$ cat src/rtl/gate_pkg.sv
package gate_pkg;
    typedef enum logic [2:0] {
        ST_IDLE      = 3'd0,
        ST_IN_OUTER  = 3'd1,
        ST_IN_BOTH   = 3'd2,
        ST_IN_INNER  = 3'd3,
        ST_OUT_INNER = 3'd4,
        ST_OUT_BOTH  = 3'd5,
        ST_OUT_OUTER = 3'd6
    } gate_state_t;

    localparam logic [1:0] PAT_CLEAR = 2'b00;
    localparam logic [1:0] PAT_INNER = 2'b01;
    localparam logic [1:0] PAT_OUTER = 2'b10;
    localparam logic [1:0] PAT_BOTH  = 2'b11;
endpackage

$ cat src/rtl/gate_seq_fsm.sv
module gate_seq_fsm
    import gate_pkg::*;
(
    input  logic       clk,
    input  logic       rst,
    input  logic [1:0] pattern_i,
    input  logic       full_i,
    output logic       enter_o,
    output logic       exit_o
);
    gate_state_t state_q, state_d;
    logic entry_done, exit_done;

    always_comb begin
        state_d    = ST_IDLE;
        entry_done = 1'b0;
        exit_done  = 1'b0;
        unique case (state_q)
            ST_IDLE: begin
                if (pattern_i == PAT_OUTER)      state_d = ST_IN_OUTER;
                else if (pattern_i == PAT_INNER) state_d = ST_OUT_INNER;
                else                             state_d = ST_IDLE;
            end
            ST_IN_OUTER: begin
                if (pattern_i == PAT_OUTER)      state_d = ST_IN_OUTER;
                else if (pattern_i == PAT_BOTH)  state_d = ST_IN_BOTH;
                else                             state_d = ST_IDLE;
            end
            ST_IN_BOTH: begin
                if (pattern_i == PAT_BOTH)       state_d = ST_IN_BOTH;
                else if (pattern_i == PAT_OUTER) state_d = ST_IN_OUTER;
                else if (pattern_i == PAT_INNER) state_d = ST_IN_INNER;
                else                             state_d = ST_IDLE;
            end
            ST_IN_INNER: begin
                if (pattern_i == PAT_INNER)      state_d = ST_IN_INNER;
                else if (pattern_i == PAT_BOTH)  state_d = ST_IN_BOTH;
                else begin
                    state_d    = ST_IDLE;
                    entry_done = (pattern_i == PAT_CLEAR);
                end
            end
            ST_OUT_INNER: begin
                if (pattern_i == PAT_INNER)      state_d = ST_OUT_INNER;
                else if (pattern_i == PAT_BOTH)  state_d = ST_OUT_BOTH;
                else                             state_d = ST_IDLE;
            end
            ST_OUT_BOTH: begin
                if (pattern_i == PAT_BOTH)       state_d = ST_OUT_BOTH;
                else if (pattern_i == PAT_INNER) state_d = ST_OUT_INNER;
                else if (pattern_i == PAT_OUTER) state_d = ST_OUT_OUTER;
                else                             state_d = ST_IDLE;
            end
            ST_OUT_OUTER: begin
                if (pattern_i == PAT_OUTER)      state_d = ST_OUT_OUTER;
                else if (pattern_i == PAT_BOTH)  state_d = ST_OUT_BOTH;
                else begin
                    state_d   = ST_IDLE;
                    exit_done = (pattern_i == PAT_CLEAR);
                end
            end
            default: state_d = ST_IDLE;
        endcase
    end

    always_ff @(posedge clk) begin
        if (rst) state_q <= ST_IDLE;
        else     state_q <= state_d;
    end

    always_ff @(posedge clk) begin
        if (rst) begin
            enter_o <= 1'b0;
            exit_o  <= 1'b0;
        end else begin
            enter_o <= entry_done && !full_i;
            exit_o  <= exit_done;
        end
    end

    p_enter_pulse_r2: assert property (@(posedge clk) disable iff (rst)
        enter_o |=> !enter_o);
    p_exit_pulse_r3: assert property (@(posedge clk) disable iff (rst)
        exit_o |=> !exit_o);
    p_enter_source_r2: assert property (@(posedge clk) disable iff (rst)
        $rose(enter_o) |-> ($past(state_q) == ST_IN_INNER && $past(pattern_i) == PAT_CLEAR));
    p_exit_source_r3: assert property (@(posedge clk) disable iff (rst)
        $rose(exit_o) |-> ($past(state_q) == ST_OUT_OUTER && $past(pattern_i) == PAT_CLEAR));
    p_back_up_r4: assert property (@(posedge clk) disable iff (rst)
        (state_q == ST_IN_BOTH && pattern_i == PAT_OUTER) |=> state_q == ST_IN_OUTER);
    p_abort_r5: assert property (@(posedge clk) disable iff (rst)
        ((state_q == ST_IN_OUTER || state_q == ST_OUT_INNER) && pattern_i == PAT_CLEAR)
        |=> (state_q == ST_IDLE && !enter_o && !exit_o));
    p_idle_both_r6: assert property (@(posedge clk) disable iff (rst)
        (state_q == ST_IDLE && pattern_i == PAT_BOTH) |=> state_q == ST_IDLE);
endmodule

$ cat src/rtl/gate_occupancy.sv
module gate_occupancy #(
    parameter int CAP = 64,
    localparam int CW = $clog2(CAP + 1)
) (
    input  logic          clk,
    input  logic          rst,
    input  logic          inc_i,
    input  logic          dec_i,
    output logic [CW-1:0] count_o,
    output logic          full_o
);
    localparam logic [CW-1:0] CAP_V = CW'(CAP);

    always_ff @(posedge clk) begin
        if (rst)                               count_o <= '0;
        else if (inc_i && count_o != CAP_V)    count_o <= count_o + 1'b1;
        else if (dec_i && count_o != '0)       count_o <= count_o - 1'b1;
    end

    assign full_o = (count_o == CAP_V);

    p_no_overflow_r8: assert property (@(posedge clk) disable iff (rst)
        count_o <= CAP_V);
    p_inc_r7: assert property (@(posedge clk) disable iff (rst)
        (inc_i && !full_o) |=> count_o == $past(count_o) + 1'b1);
    p_dec_r7: assert property (@(posedge clk) disable iff (rst)
        (dec_i && !inc_i && count_o != '0) |=> count_o == $past(count_o) - 1'b1);
    p_no_underflow_r9: assert property (@(posedge clk) disable iff (rst)
        (dec_i && !inc_i && count_o == '0) |=> count_o == '0);
endmodule

$ cat src/rtl/gate_direction_ctrl.sv
module gate_direction_ctrl #(
    parameter int CAP = 64,
    localparam int CW = $clog2(CAP + 1)
) (
    input  logic          clk,
    input  logic          rst,
    input  logic          sb_i,
    input  logic          sf_i,
    output logic          enter_o,
    output logic          exit_o,
    output logic [CW-1:0] count_o,
    output logic          full_o
);
    logic [1:0] pattern;
    assign pattern = {sb_i, sf_i};

    gate_seq_fsm u_fsm (
        .clk       (clk),
        .rst       (rst),
        .pattern_i (pattern),
        .full_i    (full_o),
        .enter_o   (enter_o),
        .exit_o    (exit_o)
    );

    gate_occupancy #(.CAP(CAP)) u_occ (
        .clk     (clk),
        .rst     (rst),
        .inc_i   (enter_o),
        .dec_i   (exit_o),
        .count_o (count_o),
        .full_o  (full_o)
    );

    p_full_blocks_entry_r8: assert property (@(posedge clk) disable iff (rst)
        full_o |-> !enter_o);
    p_one_direction_r2: assert property (@(posedge clk) disable iff (rst)
        !(enter_o && exit_o));
    p_reset_clear_r1: assert property (@(posedge clk)
        rst |=> (!enter_o && !exit_o && count_o == '0));
endmodule

$ cat config.mk
export PLATFORM = sky130hd
export DESIGN_NAME = gate_direction_ctrl
export DESIGN_NICKNAME = d
export VERILOG_FILES = /design/src/rtl/gate_pkg.sv /design/src/rtl/gate_seq_fsm.sv /design/src/rtl/gate_occupancy.sv /design/src/rtl/gate_direction_ctrl.sv
export SDC_FILE = /design/constraint.sdc
export NUM_CORES = 1
export LEC_CHECK = 0
export BUFFER_PORTS_ARGS = -buffer_cell sky130_fd_sc_hd__buf_2
export CORE_MARGIN = 1.5
export CORE_UTILIZATION = 36
export CTS_CLUSTER_SIZE = 28
export DETAILED_ROUTE_END_ITERATION = 8
export HOLD_SLACK_MARGIN = 0.03
export SLEW_MARGIN = 20
export SYNTH_ARGS = -nofsm -noshare
export SYNTH_HDL_FRONTEND = slang
export SYNTH_SLANG_ARGS = --single-unit
$ cat constraint.sdc
create_clock -name clk -period 2.2 [get_ports clk]
set_input_delay 0.22 -clock clk [delete_from_list [all_inputs] [get_ports clk]]
set_output_delay 0.22 -clock clk [all_outputs]
set_load 0.005 [all_outputs]
==> summary.md <==
| Metric | Value |
|---|---|
| Initial Util | 38.0% |
| Initial DRC count | 12 |
| Fraction of registers with async set/reset | 0% |
| Syn Nets | 127 |
| Port Buffer Count | 13 |
| Placed Area | 1160 um2 |
| Core ar. | ~2500 um2 |
| Via Count | 914 |
| Fin util | 50.8% |
| Post-DRT Antenna Nets | 0 |
| CP Capture Type | flip-flop |
| Fin crit period | about 2200 ps |
| Startpoint Class | flip-flop |
| DP Wirelength | 1.69 mm |
| Worst Skew | 1.64 ps |
| Internal | 332 uW |
| CTS Buffer Depth | 2 |
| Clk pin slew, worst setup/hold paths | 80 ps |
| CTS Root Cell | clkbuf_4 |
| First-pass GRT wire length | 3.74 mm |
| Final wirelength | 2.31 mm |
| Final Setup Violations | 1 |
| Status | finished, violations left |
| Failing checks | setup timing |
| Max_slew headroom | 75.8% |
| P_leak | 0.000594 uW |
| Total GRT Usage | between 10% and 20% |
| EDFF count, synth | 0 |
| Final critical-path share of the clock period | 100% |
| Unrepaired setup endpoints after global routing | true |
| Clk network pwr share | 41.7% |
| Slew at the pin with the worst max-slew slack | 362 ps |
| Die area | a little under 3000 um2 |
| CTS sink count | 12 |
| Switching Power | 105 uW |
| Area grow syn2layout | 33.8% |
| Arrival @ worst endpoint | 2390 ps |
| CTS tree | built |
| Flop pwr share | 51.3% |
| DRC Markers | 0 |
| Setup ws final | -2.72 ps |
| Hold_buf cts | 0 |
| Prevailing post-synth register cell | dfxtp_1 |
| Hold WS | 278 ps |
| Vias per cell | between 5 and 6 |
| Final Cell Area | approximately 1300 um2 |
| Area occupied by multi-input gates | 722 um2 |
| # diodes | 0 |
| WP data required | 2380 ps |
| Post-Syn Area | 941 um2 |
| Die width | roughly 54 um |
| Row count | 18 |
| Max-cap viol count | 0 |
| Max Freq | 454 MHz |
| VDD IR max | 0.352 mV |
| P per Cell Area | approximately 350 nW/um2 |
| Cts bufs inserted | 3 |
| Combinational share of power | 7.0% |
| Largest net degree at the start of global routing | 13 |
| Switching share of power | 24.0% |
| HP Class | primary input to flip-flop |
| Mean Syn Cell Area | 8.48 um2 |
| CTS H-tree lvls | 1 |
| Vias in the first global route | 865 |
| Cell variety after synth | 35 |
| Synth Register Bits | 12 |
| WL per Instance | 13.4 um |
| Clock Latency Late Sink | around 280 ps |
| Register area | 248 um2 |
| Synth warn | 0 |
| Fin. Hold Viols | 0 |
| # IOs | 14 |
| Crit Path Max Fanout | 6 |
| Share of the yosys chip area belonging to registers | 25.5% |
| Power Total | roughly 440 uW |
| Drt pass-1 iters | 4 |
| Final Max Slew Viols | 0 |
| Gpl congestion | just over 0.8 |
| Die H | 54.1 um |
| Worst Path Class, Setup | flip-flop to flip-flop |
| Gate Count Post-Synth | around 110 |
| Filler instances | 240 |
| Fraction of layout cells with a size suffix above 1 | 35.9% |
| Gr ovfl total | 0 |
| Nets | 159 |
| Setup TNS | -2.72 ps |
| Initial antenna violation count | 0 |
-- worst max-delay path, cell delays in order, from the launching register on --
cell and delay [ps]:
dfxtp_2 340, nor4_4 310, nand3_2 140, nand2_4 150, fa_2 230, a211oi_2 70
o21bai_1 200, a21o_2 200, buf_4 110, nor2_1 40, a2111oi_2 300
-- logic make-up after synthesis --
group,share of synthesized area (%)
DFF,25.5
and+or+nand+nor,25.1
buffers and inverters,3.19
adders and majority gates,16.8
AOI/OAI and AO/OA,21.3
muxes,5.32
xor gates and xnor gates,2.79
-- cells in the final DEF (no fill, tap or decap), types with 2 or more instances in the layout --
| cell type | count |
|---|---|
| ha_4 | 2 |
| xor2_1 | 2 |
| buf_4 | 18 |
| a211oi_2 | 2 |
| o21bai_1 | 2 |
| a21o_1 | 3 |
| mux2i_1 | 5 |
| dfxtp_2 | 3 |
| a21oi_1 | 7 |
| nand2_1 | 7 |
| nor3_1 | 3 |
| inv_1 | 4 |
| nor3b_1 | 3 |
| dfxtp_1 | 8 |
| nor2_1 | 18 |
| ha_1 | 9 |
| o21ai_0 | 3 |
| o21ai_1 | 2 |
| buf_2 | 13 |
| clkbuf_4 | 3 |
| nand2b_1 | 2 |
-- path summary, 6_finish.rpt --
kind | from | end | slack (ps) | depth (start not counted)
setup / recovery | u_occ.count_o[5]$_SDFFE_PP0P_ | u_occ.count_o[6]$_SDFFE_PP0P_ | -3 | 10
hold / removal | rst | u_occ.count_o[4]$_SDFFE_PP0P_ | 280 | 2
setup reg to reg | u_occ.count_o[5]$_SDFFE_PP0P_ | u_occ.count_o[6]$_SDFFE_PP0P_ | -3 | 10
hold reg to reg | u_fsm.state_q[0]$_SDFF_PP0_ | u_fsm.enter_o$_SDFF_PP0_ | 610 | 2
-- power groups by stage --
| stage | sequential (uW) | combinational [uW] | clock (uW) |
|---|---|---|---|
| after floorplan | 225 | 26.9 | 0 |
| final | 225 | 30.7 | 182 |
| after global routing | 225 | 35.4 | 208 |
| after global placement | 230 | 29.6 | 0 |
| after detailed placement | 231 | 30.9 | 0 |
| after CTS | 225 | 31.0 | 195 |
-- metrics by stage --
stage	setup slack, ps	cells
floorplan	9.58	111
global placement	34.7	164
detailed placement	-26.9	164
CTS	-32.5	172
global route	-155	172
finish	-2.72	172
-- synth_stat cells (all sizes together), types with 2 or more instances --
master | n | area (um2)
nand2 | 8 | 30.0
nor2 | 18 | 67.6
nor3b | 3 | 22.5
o21bai | 2 | 15.0
o21ai | 6 | 41.3
a211oi | 3 | 22.5
a21oi | 7 | 35.0
nor3 | 3 | 15.0
a21o | 4 | 31.3
dfxtp | 12 | 240
mux2i | 5 | 50.1
xor2 | 2 | 17.5
clkbuf | 4 | 15.0
ha | 11 | 138
inv | 4 | 15.0
nand2b | 2 | 12.5
-- per-layer routing --
metal / track usage (%) / wire [um]
met1: 20.0 / 1010
met5: 0 / 0
met2: 30.9 / 1190
met4: 7.08 / 14
met3: 6.39 / 97
-- state kept, by name, summed over array words and instances (netlist names) --
signal	cells
u_occ.count_o	7
u_fsm.state_q	3
u_fsm.enter_o	1
u_fsm.exit_o	1
-- timing repair --
action,4_1_cts,5_1_grt
setup endpoints to repair,1,2
pin swaps,8,6
setup buffers,4,0
gates resized for setup,5,3
-- area by class of cell --
cell class	count	area share, %
clock buffers	4	2.88
inverters	4	1.19
multi-input cells	91	57.4
flip-flops and latches	12	19.7
well taps	30	2.98
repair buffers	31	15.9
No activity file was read; power rests on OpenSTA's default activity.
